## config.mk

```make
export PLATFORM = sky130hd
export DESIGN_NAME = ser_tx_dbuf
export DESIGN_NICKNAME = d
export VERILOG_FILES = /design/src/rtl/ser_tx_pkg.sv /design/src/rtl/tx_holdreg.sv /design/src/rtl/tx_shifter.sv /design/src/rtl/ser_tx_dbuf.sv
export SDC_FILE = /design/constraint.sdc
export NUM_CORES = 1
export LEC_CHECK = 0
export BUFFER_PORTS_ARGS = -buffer_cell sky130_fd_sc_hd__buf_2
export CORE_MARGIN = 2
export CORE_UTILIZATION = 61
export CTS_CLUSTER_DIAMETER = 50
export DETAILED_ROUTE_END_ITERATION = 10
export MAX_ROUTING_LAYER = met4
export PLACE_DENSITY = 0.92
export SLEW_MARGIN = 30
export SYNTH_ARGS = -nofsm -noshare
export SYNTH_HDL_FRONTEND = slang
export SYNTH_HIERARCHICAL = 1
export SYNTH_SLANG_ARGS = --single-unit
export TNS_END_PERCENT = 100
```

## constraint.sdc

```tcl
create_clock -name clk -period 4.4 [get_ports clk]
set_clock_uncertainty 0.1 [all_clocks]
set_input_delay 0.22 -clock clk [delete_from_list [all_inputs] [get_ports clk]]
set_output_delay 0.22 -clock clk [all_outputs]
set_load 0.1 [all_outputs]
```

## src/rtl/ser_tx_pkg.sv

```systemverilog
package ser_tx_pkg;

  typedef enum logic [1:0] {
    FMT_ASYNC     = 2'd0,
    FMT_ADDR      = 2'd1,
    FMT_SYNC      = 2'd2,
    FMT_ASYNC_ALT = 2'd3
  } fmt_e;

  // Number of line bits a frame of dw data bits occupies in format f.
  function automatic int frame_len(fmt_e f, int dw);
    case (f)
      FMT_ADDR: return dw + 3;
      FMT_SYNC: return dw;
      default:  return dw + 2;
    endcase
  endfunction

endpackage

```

## src/rtl/tx_holdreg.sv

```systemverilog
module tx_holdreg #(
  parameter int DATA_W = 8
) (
  input  logic              clk,
  input  logic              rst_n,
  input  logic              wr_en,
  input  logic [DATA_W-1:0] wr_data,
  input  logic              shift_free,
  output logic [DATA_W-1:0] hold_data,
  output logic              empty,
  output logic              xfer
);

  // Transfer whenever a byte is pending and the shifter has no bits left.
  assign xfer = !empty && shift_free;

  always_ff @(posedge clk or negedge rst_n) begin
    if (!rst_n) begin
      empty     <= 1'b1;
      hold_data <= '0;
    end else begin
      if (wr_en) begin
        hold_data <= wr_data;
        empty     <= 1'b0;
      end else if (xfer) begin
        empty     <= 1'b1;
      end
    end
  end

  AST_WR_CLEARS_EMPTY: assert property (@(posedge clk) disable iff (!rst_n)
    wr_en |=> !empty);
  AST_XFER_SETS_EMPTY: assert property (@(posedge clk) disable iff (!rst_n)
    (xfer && !wr_en) |=> empty);

endmodule

```

## src/rtl/tx_shifter.sv

```systemverilog
module tx_shifter
  import ser_tx_pkg::*;
#(
  parameter int DATA_W = 8
) (
  input  logic              clk,
  input  logic              rst_n,
  input  logic              tick,
  input  logic              load,
  input  logic [DATA_W-1:0] load_data,
  input  fmt_e              fmt,
  input  logic              ad_bit,
  output logic              txd,
  output logic              free,
  output logic              busy
);

  localparam int FMAX  = DATA_W + 3;
  localparam int CNT_W = $clog2(FMAX + 1);

  logic [FMAX-1:0]  sr;
  logic [CNT_W-1:0] left;
  logic [FMAX-1:0]  frame;
  logic [CNT_W-1:0] flen;

  // Frame image, bit 0 goes on the line first.
  always_comb begin
    case (fmt)
      FMT_ADDR: frame = {1'b1, ad_bit, load_data, 1'b0};
      FMT_SYNC: frame = {3'b111, load_data};
      default:  frame = {2'b11, load_data, 1'b0};
    endcase
    flen = CNT_W'(frame_len(fmt, DATA_W));
  end

  assign free = (left == '0);

  always_ff @(posedge clk or negedge rst_n) begin
    if (!rst_n) begin
      sr   <= '1;
      left <= '0;
      txd  <= 1'b1;
      busy <= 1'b0;
    end else if (load) begin
      if (tick) begin
        txd  <= frame[0];
        sr   <= {1'b1, frame[FMAX-1:1]};
        left <= flen - CNT_W'(1);
        busy <= 1'b1;
      end else begin
        sr   <= frame;
        left <= flen;
      end
    end else if (tick) begin
      if (left != '0) begin
        txd  <= sr[0];
        sr   <= {1'b1, sr[FMAX-1:1]};
        left <= left - CNT_W'(1);
        busy <= 1'b1;
      end else if (busy) begin
        txd  <= 1'b1;
        busy <= 1'b0;
      end
    end
  end

  AST_TXD_ONLY_ON_TICK: assert property (@(posedge clk) disable iff (!rst_n)
    !tick |=> $stable(txd));
  AST_LOAD_ONLY_WHEN_FREE: assert property (@(posedge clk) disable iff (!rst_n)
    load |-> (left == '0));
  AST_IDLE_HIGH: assert property (@(posedge clk) disable iff (!rst_n)
    !busy |-> txd);

endmodule

```

## src/rtl/ser_tx_dbuf.sv

```systemverilog
module ser_tx_dbuf
  import ser_tx_pkg::*;
#(
  parameter int DATA_W = 8
) (
  input  logic              clk,
  input  logic              rst_n,
  input  logic              wr_en,
  input  logic [DATA_W-1:0] wr_data,
  input  logic [1:0]        mode,
  input  logic              ad_bit,
  input  logic              bit_tick,
  input  logic              irq_en,
  output logic              txd,
  output logic              tx_empty,
  output logic              irq
);

  logic [DATA_W-1:0] hold_data;
  logic              xfer;
  logic              shift_free;
  logic              shift_busy;
  fmt_e              fmt;

  assign fmt = fmt_e'(mode);

  tx_holdreg #(.DATA_W(DATA_W)) u_hold (
    .clk       (clk),
    .rst_n     (rst_n),
    .wr_en     (wr_en),
    .wr_data   (wr_data),
    .shift_free(shift_free),
    .hold_data (hold_data),
    .empty     (tx_empty),
    .xfer      (xfer)
  );

  tx_shifter #(.DATA_W(DATA_W)) u_shift (
    .clk      (clk),
    .rst_n    (rst_n),
    .tick     (bit_tick),
    .load     (xfer),
    .load_data(hold_data),
    .fmt      (fmt),
    .ad_bit   (ad_bit),
    .txd      (txd),
    .free     (shift_free),
    .busy     (shift_busy)
  );

  assign irq = tx_empty & irq_en;

endmodule

```

### Word-level counts from Yosys, hierarchy flattened

Index checks and enable logic that the tools add are counted.

| word-level totals | value |
|---|---|
| flip-flop bits (word level) | 26 |
| latch bits | 0 |
| bits in writable memories | 0 |
| memory bits (read-only) | 0 |
| output and inout port bits | 3 |
| logic and storage cells | 42 |
| memories kept | 0 |

| operators by class | value |
|---|---|
| add/subtract/negate cells | 2 |
| multiply operators | 0 |
| div/mod/pow operators | 0 |
| magnitude comparators | 0 |
| equality and inequality tests | 2 |
| shift operators | 0 |
| mux-type cells | 21 |
| bitwise logic cells | 1 |
| reductions and logical operators | 10 |

Operators with widths:

| operator | count |
|---|---|
| 11-bit 2-to-1 mux | 3 |
| 10-bit one-hot mux with 2 select lines | 1 |
| 4-bit 2-to-1 mux | 4 |
| 1-bit 2-to-1 mux | 11 |
| 10-bit 2-to-1 mux | 1 |
| 4-bit by 1-bit subtractor with 4-bit output (second input constant) | 2 |
| 2-bit nonzero test | 3 |
| 4-bit logical NOT | 1 |
| 2-bit one-hot mux with 2 select lines | 1 |
| 2-bit AND reduction | 2 |
| 4-bit nonzero test | 1 |
| 3-bit nonzero test | 1 |
| 2-bit by 1-bit equality test with 1-bit output (second input constant) | 1 |
| 2-bit equality test (second input constant) | 1 |
| 1-bit AND | 1 |
| 1-bit logical AND | 1 |
| 1-bit logical NOT | 1 |

### Longest topological paths before layout

Gate-level depths: netlist (run 1).

| logic depth | value |
|---|---|
| depth in word-level cells | 5 |
| depth in mapped cells | 12 |
| mapped depth without buffers | 8 |

### Hierarchy

Netlist (run 1), hierarchy kept.

Modules (own cells, without submodules):

| module | times used | cells an instance | area each (um^2) | seq. area each (um^2) |
|---|---|---|---|---|
| tx_shifter | 1 | 124 | 1189.9 | 414.1 |
| tx_holdreg | 1 | 20 | 374.1 | 226.5 |
| ser_tx_dbuf | 1 | 1 | 6.3 | 0.0 |

### Worst setup path before layout (run 1)

No wires, ideal clock.

| path | value |
|---|---|
| kind | register to register |
| start point | register u_shift.left[0] |
| end point | register u_shift.sr[5] |
| library setup time | 0.083 ns |
| arrival time | 2.266 ns |
| setup slack | 1.951 ns |
| cell stages (with the launch flop) | 12 |
| path buffers | 4 |
| path through | dfrtp_1 -> inv_1 -> ha_1 -> or3b_1 -> buf_6 -> clkinv_4 -> buf_12 -> nor2b_1 -> clkbuf_1 -> clkbuf_1 -> o221ai_1 -> o311a_1 |

| on the way | value |
|---|---|
| word-level cells in the longest chain between the ends | 4 |
| elaborated cells on any way between the ends | 7 |
| classes of those cells | mux: 1; reduce/logical: 6 |

Ends and longest elaborated chain:

| what | line | RTL |
|---|---|---|
| start: declaration | tx_shifter.sv:22 | `logic [CNT_W-1:0] left;` |
| start signal: assignment | tx_shifter.sv:48 | `left <= flen - CNT_W'(1);` |
| start signal: assignment | tx_shifter.sv:52 | `left <= flen;` |
| start signal: assignment | tx_shifter.sv:58 | `left <= left - CNT_W'(1);` |
| 4-bit logical NOT * | tx_shifter.sv:36 | `assign free = (left == '0);` |
| net shift_free | ser_tx_dbuf.sv:21 | `logic shift_free;` |
| 1-bit logical AND * | tx_holdreg.sv:15 | `assign xfer = !empty && shift_free;` |
| net xfer | ser_tx_dbuf.sv:20 | `logic xfer;` |
| 2-bit nonzero test (no line) | - |  |
| 2-bit AND reduction (no line) | - |  |
| end signal: assignment | tx_shifter.sv:47 | `sr <= {1'b1, frame[FMAX-1:1]};` |
| end signal: assignment | tx_shifter.sv:51 | `sr <= frame;` |
| end signal: assignment | tx_shifter.sv:57 | `sr <= {1'b1, sr[FMAX-1:1]};` |
| end: declaration | tx_shifter.sv:21 | `logic [FMAX-1:0] sr;` |

Mark *: on every way through the listed nets, which the timed path passes. The rest lies on a longest branch.
A chain may end at the register's enable or synchronous reset.

### Final worst setup path (run 1)

| path | value |
|---|---|
| start point | register u_shift.left[0] |
| end point | register u_shift.sr[7] |

The elaborated chain is that of the path after synthesis.

==> impl_metrics.yaml, run 1 <==
timing:
  fmax_mhz: 373.3
  slew_headroom_pct: 59.00
  rsz0062_at_grt: "no"
  slew_viol_final: 0
  period_needed_ns: 2.678
  setup_viol: 0
  fin_crit_sh_pct: 60.87
  finalSetupTns_ns: 0
  final_hold_viol_count: 0
  worstMarginPinSlew_ns: 0.6151
critical_path:
  path_buf_inv: 3
  ff2ff_path_depth: 9
  regToRegStartpoint: "u_shift/left[0]$_DFFE_PN0P_"
  path_max_fanout: 31
  crit_family: "simple AND/OR/NAND/NOR gates"
  cp_cell_sequence: "inv_1, ha_1, or3b_1, clkinv_4, nor2b_1, buf_4, nor4bb_1, a31oi_1, o311a_1"
  r2r_end: "u_shift/sr[7]$_DFFE_PN1P_"
  worstSetupEndpointType: "flip-flop"
  worst-setup-path-type: "reg2reg"
  cp_data_arrival_time_ns: 2.84
  slowest_delay_ns: 0.53
  cp.required_ns: 4.57
  startpoint_type: "flip-flop"
  reg2reg_slack_ns: 1.72
  cp_slowest_cell: "or3b_1"
logic_synthesis:
  ys_types: 50
  synth-main-ff-cell: "dfrtp_1"
  synth_edf_count: 0
  synth_seq_cells: 25
  synthesis.area_um2: 1570
  yosys_warnings: 6
  syn_avg_cell_area_um2: 10.83
  seq_area_frac_synth_pct: 40.80
  async_flop_share_pct: 100.0
  syn_inst: 145
  syn-num-nets: 166
finish:
  layout.cells.non_filler: 187
  n_antenna_cell: 0
  area_growth_pct: 5.896
  final_net_count: 179
  fin_area_um2: 1663
  drive_above_1_share_pct: 32.48
pwr:
  power.density_nw_per_um2: 528.7
  p_leak_uw: 0.0007263
  power_uw: 879.1
  peakVddDrop_uv: 365.8
route:
  route.vias.total: 1220
  via_per_inst: 6.524
  routedWlPerCell_um: 17.63
  final_antenna_net_count: 0
  wl_um: 3297
  drtIter0Drc: 61
  drc_errors: 0
  first_pass_iters: 4
global_route:
  grt_start_max_net_pins: 34
  grt_pass1_wl_um: 5395
  gr-total-overflow: 0
  antenna_found_initial: 0
  grt_util_all_layers_pct: 26.44
  grt_pass1_vias: 1210
place:
  place_congestion: 0.8488
  placed_cells: 182
  place_area_um2: 1623
  dp_hpwl_um: 2373
  io_buffers: 18
worst_hold_path:
  worstHoldStart: "wr_data[1]"
  hold_path_class: "in2reg"
  holdPathEnd: "u_hold/hold_data[1]$_DFFE_PN0P_"
  min_delay_path_depth: 2
floorplanning:
  num_rows: 18
  die-area_um2: 2996
  coreArea_um2: 2455
  boundaryPins: 19
  die_h_um: 54.74
  initial_utilization_pct: 63.97
  die_w_um: 54.74
job:
  maxCapViolations: 0
cts:
  root_buffer: "clkbuf_4"
  clockBufferDepth: 2
  cts_max_level: 1
  cts_resized: 0
  clk_pin_slew_ns: 0.14
  cts_tree: "built"
  cts_num_sinks: 25
  cts_buffers: 3
  clock_latency_ns: 0.32
status:
  status: "finished clean"
## cells by family after synthesis
family / Yosys count / synth area share [%]
flops: 25 / 40.80
simple gates: 33 / 13.15
fa+ha+maj: 5 / 3.984
compound gates: 46 / 21.75
xor+xnor: 1 / 0.5579
buf+inv: 20 / 7.489
mux: 15 / 12.27
## how the worst max path moves through the flow
| stage | start | endpoint | slack, ns | depth (start not counted) |
|---|---|---|---|---|
| after CTS | u_shift/left[0]$_DFFE_PN0P_ | u_shift/sr[7]$_DFFE_PN1P_ | 1.77 | 9 |
| after floorplan | u_shift/left[0]$_DFFE_PN0P_ | u_shift/sr[5]$_DFFE_PN1P_ | 1.95 | 11 |
| after global placement | u_shift/left[0]$_DFFE_PN0P_ | u_shift/sr[7]$_DFFE_PN1P_ | 2.00 | 9 |
| after global routing | u_shift/left[0]$_DFFE_PN0P_ | u_shift/sr[7]$_DFFE_PN1P_ | 1.59 | 9 |
| final | u_shift/left[0]$_DFFE_PN0P_ | u_shift/sr[7]$_DFFE_PN1P_ | 1.72 | 9 |
| after detailed placement | u_shift/left[0]$_DFFE_PN0P_ | u_shift/sr[7]$_DFFE_PN1P_ | 1.80 | 9 |
## what timing repair did
item,4_1_cts,5_1_grt
endpoints found under the setup margin,0,0
hold buffers,1,0
hold endpoints to repair,13,0
buffers inserted,0,0
## layout make-up
type,count,area [um^2]
multi-input cells,100,812.0
fillers,187,792.0
flip-flops and latches,25,640.6
repair buffers,20,107.6
well taps,30,37.54
inverters,8,35.03
clock buffers,3,22.52
clock inverters,1,7.507
## per-layer routing
| layer | vias to the layer above | wire, um | global-route usage [%] |
|---|---|---|---|
| met5 | - | 0 | - |
| met4 | 0 | 123 | 14.58 |
| met3 | 14 | 127 | 3.552 |
| met2 | 41 | 1635 | 42.26 |
| met1 | 591 | 1410 | 32.16 |
| li1 | 574 | - | - |
## sequential cells by signal, summed over array words and instances (netlist names)
signal,count
u_hold/empty,1
u_hold/hold_data,8
u_shift/busy,1
u_shift/left,4
u_shift/sr,10
u_shift/txd,1
## metrics by stage
step,worst slack (ns),hold slack (ns),utilization [%]
after global routing,1.594,0.01667,67.74
final,1.722,0.02397,67.74
after detailed placement,1.796,0.1341,66.11
after floorplan,1.951,-0.1756,-
after CTS,1.771,0.01554,67.74
after global placement,1.997,0.1316,66.11
## layout by cell type, fill, tap and decap left out, types with 2 or more instances in the layout
cell type,instances
a222oi_1,2
inv_1,6
o21ai_0,7
or4_1,5
dfstp_2,12
o221ai_1,3
mux2_2,2
and3b_1,2
a31oi_1,8
dfrtp_1,13
o311a_1,4
a22oi_1,4
nand2_1,4
nor2_1,5
a21oi_1,5
nand2b_1,3
clkbuf_4,3
nor2b_1,4
buf_2,18
mux2i_1,5
mux2_4,8
ha_1,5
## synth_stat cells, drive strengths merged, types with 2 or more instances
| cell type | n | area share (%) |
|---|---|---|
| a31oi | 8 | 3.2 |
| o221ai | 3 | 1.7 |
| buf | 8 | 4.3 |
| or4 | 5 | 2.4 |
| o21ai | 8 | 2.5 |
| a222oi | 2 | 1.3 |
| and3b | 2 | 1.1 |
| a22oi | 4 | 1.9 |
| a21oi | 5 | 1.6 |
| mux2i | 5 | 3.2 |
| nor2 | 6 | 1.9 |
| ha | 5 | 4.0 |
| mux2 | 10 | 9.1 |
| nand2b | 3 | 1.2 |
| nor2b | 4 | 1.6 |
| nand2 | 4 | 0.96 |
| o311a | 4 | 2.5 |
| dfrtp | 13 | 21 |
| dfstp | 12 | 20 |
| inv | 7 | 1.7 |
| clkbuf | 4 | 0.96 |
## worst reg2reg max path, cell delays in order, from the launching register on
cell,delay (ns)
dfrtp_1,0.45
inv_1,0.11
ha_1,0.20
or3b_1,0.53
clkinv_4,0.17
nor2b_1,0.15
buf_4,0.29
nor4bb_1,0.41
a31oi_1,0.09
o311a_1,0.14
## power breakdown
part           internal (uW)  switching [uW]  leakage (uW)  total (uW)
combinational            148             233      0.000436         381
sequential               340            53.5      0.000277         393
clock                   34.7            70.0     0.0000139         105
Note: power is estimated with default switching activity, not from simulation.
==> run 2: changes to the inputs <==
--- a/config.mk
+++ b/config.mk
@@ -5,13 +5,14 @@
 export SDC_FILE = /design/constraint.sdc
 export NUM_CORES = 1
 export LEC_CHECK = 0
+export ABC_AREA = 1
 export BUFFER_PORTS_ARGS = -buffer_cell sky130_fd_sc_hd__buf_2
 export CORE_MARGIN = 2
-export CORE_UTILIZATION = 61
+export CORE_UTILIZATION = 57
 export CTS_CLUSTER_DIAMETER = 50
 export DETAILED_ROUTE_END_ITERATION = 10
 export MAX_ROUTING_LAYER = met4
-export PLACE_DENSITY = 0.92
+export PLACE_DENSITY = 0.88
 export SLEW_MARGIN = 30
 export SYNTH_ARGS = -nofsm -noshare
 export SYNTH_HDL_FRONTEND = slang
==> constraint.sdc (replaced) <==
create_clock -name clk -period 2.6 [get_ports clk]
set_clock_uncertainty 0.1 [all_clocks]
set_input_delay 0.13 -clock clk [delete_from_list [all_inputs] [get_ports clk]]
set_output_delay 0.13 -clock clk [all_outputs]
set_load 0.1 [all_outputs]
==> impl_metrics.yaml, run 2 <==
logic_synthesis:
  syn_avg_cell_area_um2: 7.073
  syn-num-nets: 237
  synthesis.area_um2: 1528
  synth_most_common_cell: "nand2_1"
  ys_types: 25
  seq_area_frac_synth_pct: 41.93
  synth_edf_count: 0
  synth-main-ff-cell: "dfrtp_1"
  synth_largest_area_cell: "nand2_1"
  synth_top_cell_area_share_pct: 25.31
  synth_seq_cells: 25
  yosys_warnings: 6
  yosys-top-cells-area: "nand2_1 25%, dfrtp_1 21%, dfstp_2 21%, nand3_1 5.2%, nor2_1 4.2%"
  synthTopCellsByCount: "103 x nand2_1, 17 x nor2_1, 16 x inv_1, 16 x nand3_1, 13 x dfrtp_1"
  async_flop_share_pct: 100.0
  syn_inst: 216
global_route:
  grt_pass1_wl_um: 5568
  gr-total-overflow: 0
  antenna_found_initial: 0
  grt_pass1_vias: 1343
  grt_util_all_layers_pct: 23.37
  grt_start_max_net_pins: 26
timing:
  finalSetupTns_ns: 0
  slew_headroom_pct: 64.16
  worstMarginPinSlew_ns: 0.5376
  fmax_mhz: 463.6
  period_needed_ns: 2.157
  final_hold_viol_count: 0
  fin_crit_sh_pct: 82.97
  rsz0062_at_grt: "no"
  setup_viol: 0
  slew_viol_final: 0
route:
  route.vias.total: 1445
  final_antenna_net_count: 0
  wl_um: 3328
  drc_errors: 0
  via_per_inst: 5.274
  first_pass_iters: 4
  routedWlPerCell_um: 12.15
  drtIter0Drc: 92
floorplanning:
  die_w_um: 55.77
  num_rows: 18
  coreArea_um2: 2500
  initial_utilization_pct: 61.11
  boundaryPins: 19
  die_h_um: 55.77
  die-area_um2: 3110
critical_path:
  startpoint_type: "flip-flop"
  worstSetupEndpointType: "flip-flop"
  ff2ff_path_depth: 13
  worst-setup-path-type: "reg2reg"
  r2r_end: "u_shift/sr[1]$_DFFE_PN1P_"
  cp_data_arrival_time_ns: 2.32
  regToRegStartpoint: "u_shift/left[0]$_DFFE_PN0P_"
  reg2reg_slack_ns: 0.44
  cp-startpoint: "u_shift/left[0]$_DFFE_PN0P_"
  path_max_fanout: 14
  cp.required_ns: 2.76
finish:
  n_antenna_cell: 0
  fin_area_um2: 1744
  final_net_count: 266
  layout.cells.non_filler: 274
  area_growth_pct: 14.17
  layout_common_cells: "103 x nand2_1, 18 x buf_2, 17 x nor2_1"
  fillers: 192
  final_common_cell: "nand2_1"
  largest_reg_flops: 10
  largest-register: "u_shift/sr"
  drive_above_1_share_pct: 20.08
  fin_util_pct: 69.77
  reg_top3: "u_shift/sr x10, u_hold/hold_data x8, u_shift/left x4"
job:
  maxCapViolations: 0
cts:
  post_cts_buffers: 0
  clock_latency_ns: 0.31
  root_buffer: "clkbuf_4"
  clk_pin_slew_ns: 0.13
  clockBufferDepth: 2
  cts_num_sinks: 25
  cts_tree: "built"
  cts_buffers: 3
  cts_max_level: 1
place:
  placed_cells: 260
  place_area_um2: 1617
  dp_hpwl_um: 2323
  place_congestion: 0.8614
  io_buffers: 18
pwr:
  power.density_nw_per_um2: 1012
  p_leak_uw: 0.0009425
  peakVddDrop_uv: 600.5
worst_hold_path:
  hold_path_class: "in2reg"
  worstHoldStart: "bit_tick"
  min_delay_path_depth: 3
  holdPathEnd: "u_shift/busy$_DFFE_PN0P_"
status:
  status: "finished clean"
run 2: worst max-delay path by stage:
stage | end | cells after the start
detailed placement | u_shift/sr[1]$_DFFE_PN1P_ | 13
finish | u_shift/sr[1]$_DFFE_PN1P_ | 13
CTS | u_shift/sr[1]$_DFFE_PN1P_ | 13
global placement | u_shift/sr[6]$_DFFE_PN1P_ | 13
global route | u_shift/sr[6]$_DFFE_PN1P_ | 13
floorplan | u_shift/left[0]$_DFFE_PN0P_ | 12
run 2: what timing repair did:
action	CTS	global route
endpoints found under the hold margin	22	0
endpoints found under the setup margin	0	0
hold buffers	10	0
gates resized for setup	0	0
run 2: area by class of cell:
class | instances | area [um^2] | area share [%]
Clock inverter | 1 | 5.005 | 0.2869
Clock buffer | 3 | 22.52 | 1.291
Multi-Input combinational cell | 165 | 755.7 | 43.33
Timing Repair Buffer | 30 | 205.2 | 11.76
Tap cell | 30 | 37.54 | 2.152
Inverter | 20 | 77.57 | 4.448
Sequential cell | 25 | 640.6 | 36.73
run 2: worst max-delay path: stages (launching register included):
cell and delay, ns:
dfrtp_1 0.42, inv_1 0.13, ha_1 0.18, inv_1 0.08, nor3_4 0.16, inv_1 0.06, nor2_1 0.09, buf_4 0.14
inv_2 0.11, nand2_1 0.18, nand2_4 0.14, inv_4 0.17, nor2_1 0.05, nor2_1 0.11
run 2: cells by family after synthesis:
| family | share of synthesized area, % |
|---|---|
| simple gates | 39.31 |
| buf+inv | 8.600 |
| flops | 41.93 |
| compound gates | 6.061 |
| fa+ha+maj | 4.095 |
run 2: layer usage:
layer / routed length (um) / vias up / share of wire, % / global-route usage (%)
li1: - / 723 / - / -
met4: 95 / 0 / 2.9 / 8.711
met5: 0 / - / 0 / -
met3: 170 / 12 / 5.1 / 3.953
met2: 1635 / 52 / 49 / 39.46
met1: 1426 / 658 / 43 / 27.98
run 2: through the flow:
stage,worst slack [ns],total power [uW],hold WS (ns)
after floorplan,0.6828,1432,-0.2656
after global placement,0.6007,1569,0.04053
after detailed placement,0.4880,1583,0.03780
after CTS,0.4519,1769,0.01421
after global routing,0.2187,1920,0.02410
final,0.4429,1765,0.03350
run 2: power breakdown:
part / leakage (uW) / internal [uW] / switching (uW)
registers: 0.000283 / 587 / 91.4
clock network: 0.0000177 / 57.5 / 111
logic: 0.000641 / 299 / 620
==> run 3: changes to the inputs <==
--- a/config.mk
+++ b/config.mk
@@ -8,11 +8,11 @@
 export ABC_AREA = 1
 export BUFFER_PORTS_ARGS = -buffer_cell sky130_fd_sc_hd__buf_2
 export CORE_MARGIN = 2
-export CORE_UTILIZATION = 57
+export CORE_UTILIZATION = 51
 export CTS_CLUSTER_DIAMETER = 50
 export DETAILED_ROUTE_END_ITERATION = 10
 export MAX_ROUTING_LAYER = met4
-export PLACE_DENSITY = 0.88
+export PLACE_DENSITY = 0.83
 export SLEW_MARGIN = 30
 export SYNTH_ARGS = -nofsm -noshare
 export SYNTH_HDL_FRONTEND = slang
==> constraint.sdc (replaced) <==
create_clock -name clk -period 1.7 [get_ports clk]
set_clock_uncertainty 0.1 [all_clocks]
set_input_delay 0.085 -clock clk [delete_from_list [all_inputs] [get_ports clk]]
set_output_delay 0.085 -clock clk [all_outputs]
set_load 0.1 [all_outputs]
==> impl_metrics.yaml, run 3 (synthesis gave the netlist of run 2 again) <==
floorplanning:
  initial_utilization_pct: 54.46
  num_rows: 19
  die_h_um: 58.73
  die_w_um: 58.73
  boundaryPins: 19
  die-area_um2: 3449
  coreArea_um2: 2805
finish:
  final_net_count: 292
  final_common_cell: "nand2_1"
  fin_area_um2: 2033
  fin_util_pct: 72.48
  drive_above_1_share_pct: 28.52
  reg_top3: "u_shift/sr x10, u_hold/hold_data x8, u_shift/left x4"
  largest-register: "u_shift/sr"
  largest_reg_flops: 10
  n_antenna_cell: 0
  layout.cells.non_filler: 301
  layout_common_cells: "101 x nand2_1, 19 x dlygate4sd3_1, 17 x buf_2"
  area_growth_pct: 33.09
timing:
  rsz0062_at_grt: "yes"
  worstMarginPinSlew_ns: 0.5405
  layout_setup_ws_ns: -0.09385
  fmax_mhz: 557.5
  fin_crit_sh_pct: 105.5
  final_hold_viol_count: 0
  slew_headroom_pct: 63.96
  slew_viol_final: 0
  setup_viol: 15
  period_needed_ns: 1.794
global_route:
  grt_pass1_vias: 1550
  grt_pass1_wl_um: 6727
  antenna_found_initial: 0
  grt_start_max_net_pins: 26
  grt_util_all_layers_pct: 26.77
  gr-total-overflow: 0
place:
  placed_cells: 272
  io_buffers: 18
  dp_hpwl_um: 2414
  pre_cts_ws_ns: -0.05349
  place_congestion: 0.8439
  place_area_um2: 1717
critical_path:
  cp_data_arrival_time_ns: 1.99
  cp-startpoint: "u_shift/left[0]$_DFFE_PN0P_"
  slowest_delay_ns: 0.43
  path_common_cell: "inv_2"
  cp.required_ns: 1.89
  worst-setup-path-type: "reg2reg"
  startpoint_type: "flip-flop"
  cp_slowest_cell: "dfrtp_1"
  cp_cell_sequence: "inv_2, ha_4, inv_2, nor3_4, inv_2, nor2_4, inv_4, nor2_4, buf_6, nand3_1, nand3_1, nand2_1, nand2_1"
  reg2reg_slack_ns: -0.09
  worstSetupEndpointType: "flip-flop"
  regToRegStartpoint: "u_shift/left[0]$_DFFE_PN0P_"
  path_max_fanout: 8
route:
  final_antenna_net_count: 0
  via_per_inst: 5.203
  drc_errors: 0
  drtIter0Drc: 70
  route.vias.total: 1566
  first_pass_iters: 4
  wl_um: 4010
  routedWlPerCell_um: 13.32
cts:
  cts_max_level: 1
  cts_buffers: 3
  cts_num_sinks: 25
  clockBufferDepth: 2
  clock_latency_ns: 0.34
  cts_tree: "built"
  root_buffer: "clkbuf_4"
  clk_pin_slew_ns: 0.14
pwr:
  p_sw_uw: 1476
  p_clk_share_pct: 8.9
  p_leak_uw: 0.001056
  combinationalPowerShare_pct: 58.2
  p_seq_share_pct: 32.9
  internal-power_uw: 1723
  power.density_nw_per_um2: 1573
  peakVddDrop_uv: 1163
  switching_share_pct: 46.13
job:
  maxCapViolations: 0
worst_hold_path:
  hold_path_class: "in2reg"
  worstHoldStart: "ad_bit"
status:
  status: "complete, but fails checks"
  failed_checks: "setup timing"
==> run 3: cell types whose count changed in the layout (fill, tap and decap cells not counted), sizes merged <==
cell and change:
buf +14, clkbuf +1, clkinv -1, clkinvlp +1
dlygate4sd3 +9, inv +1, nand2 +1
==> run 3: per-stage QoR <==
step,total power (uW),hold WS (ns),setup TNS [ns]
6_report,3198,0.1012,-1.026
3_5_place_dp,2600,0.002047,-0.4150
4_1_cts,3090,0.09163,-0.04799
3_3_place_gp,2563,-0.001112,0
5_1_grt,3436,0.1581,-2.540
2_1_floorplan,2226,-0.3106,-0.05684
==> run 3: cell type report <==
class	instances	area [um^2]
clock inverters	1	7.507
clock buffers	3	22.52
flip-flops and latches	25	644.4
fillers	205	772.0
multi-input cells	166	814.5
inverters	20	85.08
well taps	31	38.79
repair inverters	1	6.256
repair buffers	54	414.1
==> run 3: path summary, 6_finish.rpt <==
| check | to | depth (start not counted) |
|---|---|---|
| worst max-delay path | u_shift/sr[0]$_DFFE_PN1P_ | 13 |
| worst min-delay path | u_shift/sr[9]$_DFFE_PN1P_ | 5 |
| worst max register to register | u_shift/sr[0]$_DFFE_PN1P_ | 13 |
| worst min register to register | u_shift/sr[7]$_DFFE_PN1P_ | 2 |
| max in group asynchronous | u_shift/sr[9]$_DFFE_PN1P_ | 2 |
| min in group asynchronous | u_hold/hold_data[1]$_DFFE_PN0P_ | 2 |
==> run 3: power groups by stage <==
stage	Combinational [uW]	Sequential [uW]	Clock, uW
5_1_grt	2050	1070	315
3_3_place_gp	1520	1050	0
4_1_cts	1760	1040	288
3_5_place_dp	1550	1060	0
6_report	1860	1050	284
2_1_floorplan	1040	1190	0
==> run 3: critical path, delay by kind of cell, from the launching register on <==
family,cells,cell delay (ns)
buffers and inverters,5,0.42
adder cells (fa/ha/maj),1,0.14
flip-flops,1,0.43
AND/OR/NAND/NOR,7,0.66
==> run 3: layer usage <==
metal	vias up	global-route usage [%]	routed length (um)
met1	715	29.46	1641
met4	0	9.091	102
met3	10	5.495	226
li1	777	-	-
met5	-	-	0
met2	64	47.78	2039
==> run 3: repair_timing <==
item	4_1_cts	5_1_grt
resized for setup	15	4
buffers inserted	2	1
endpoints found under the hold margin	36	0
pin swaps	1	1
gates cloned	3	0
hold buffers	19	0
endpoints found under the setup margin	15	17
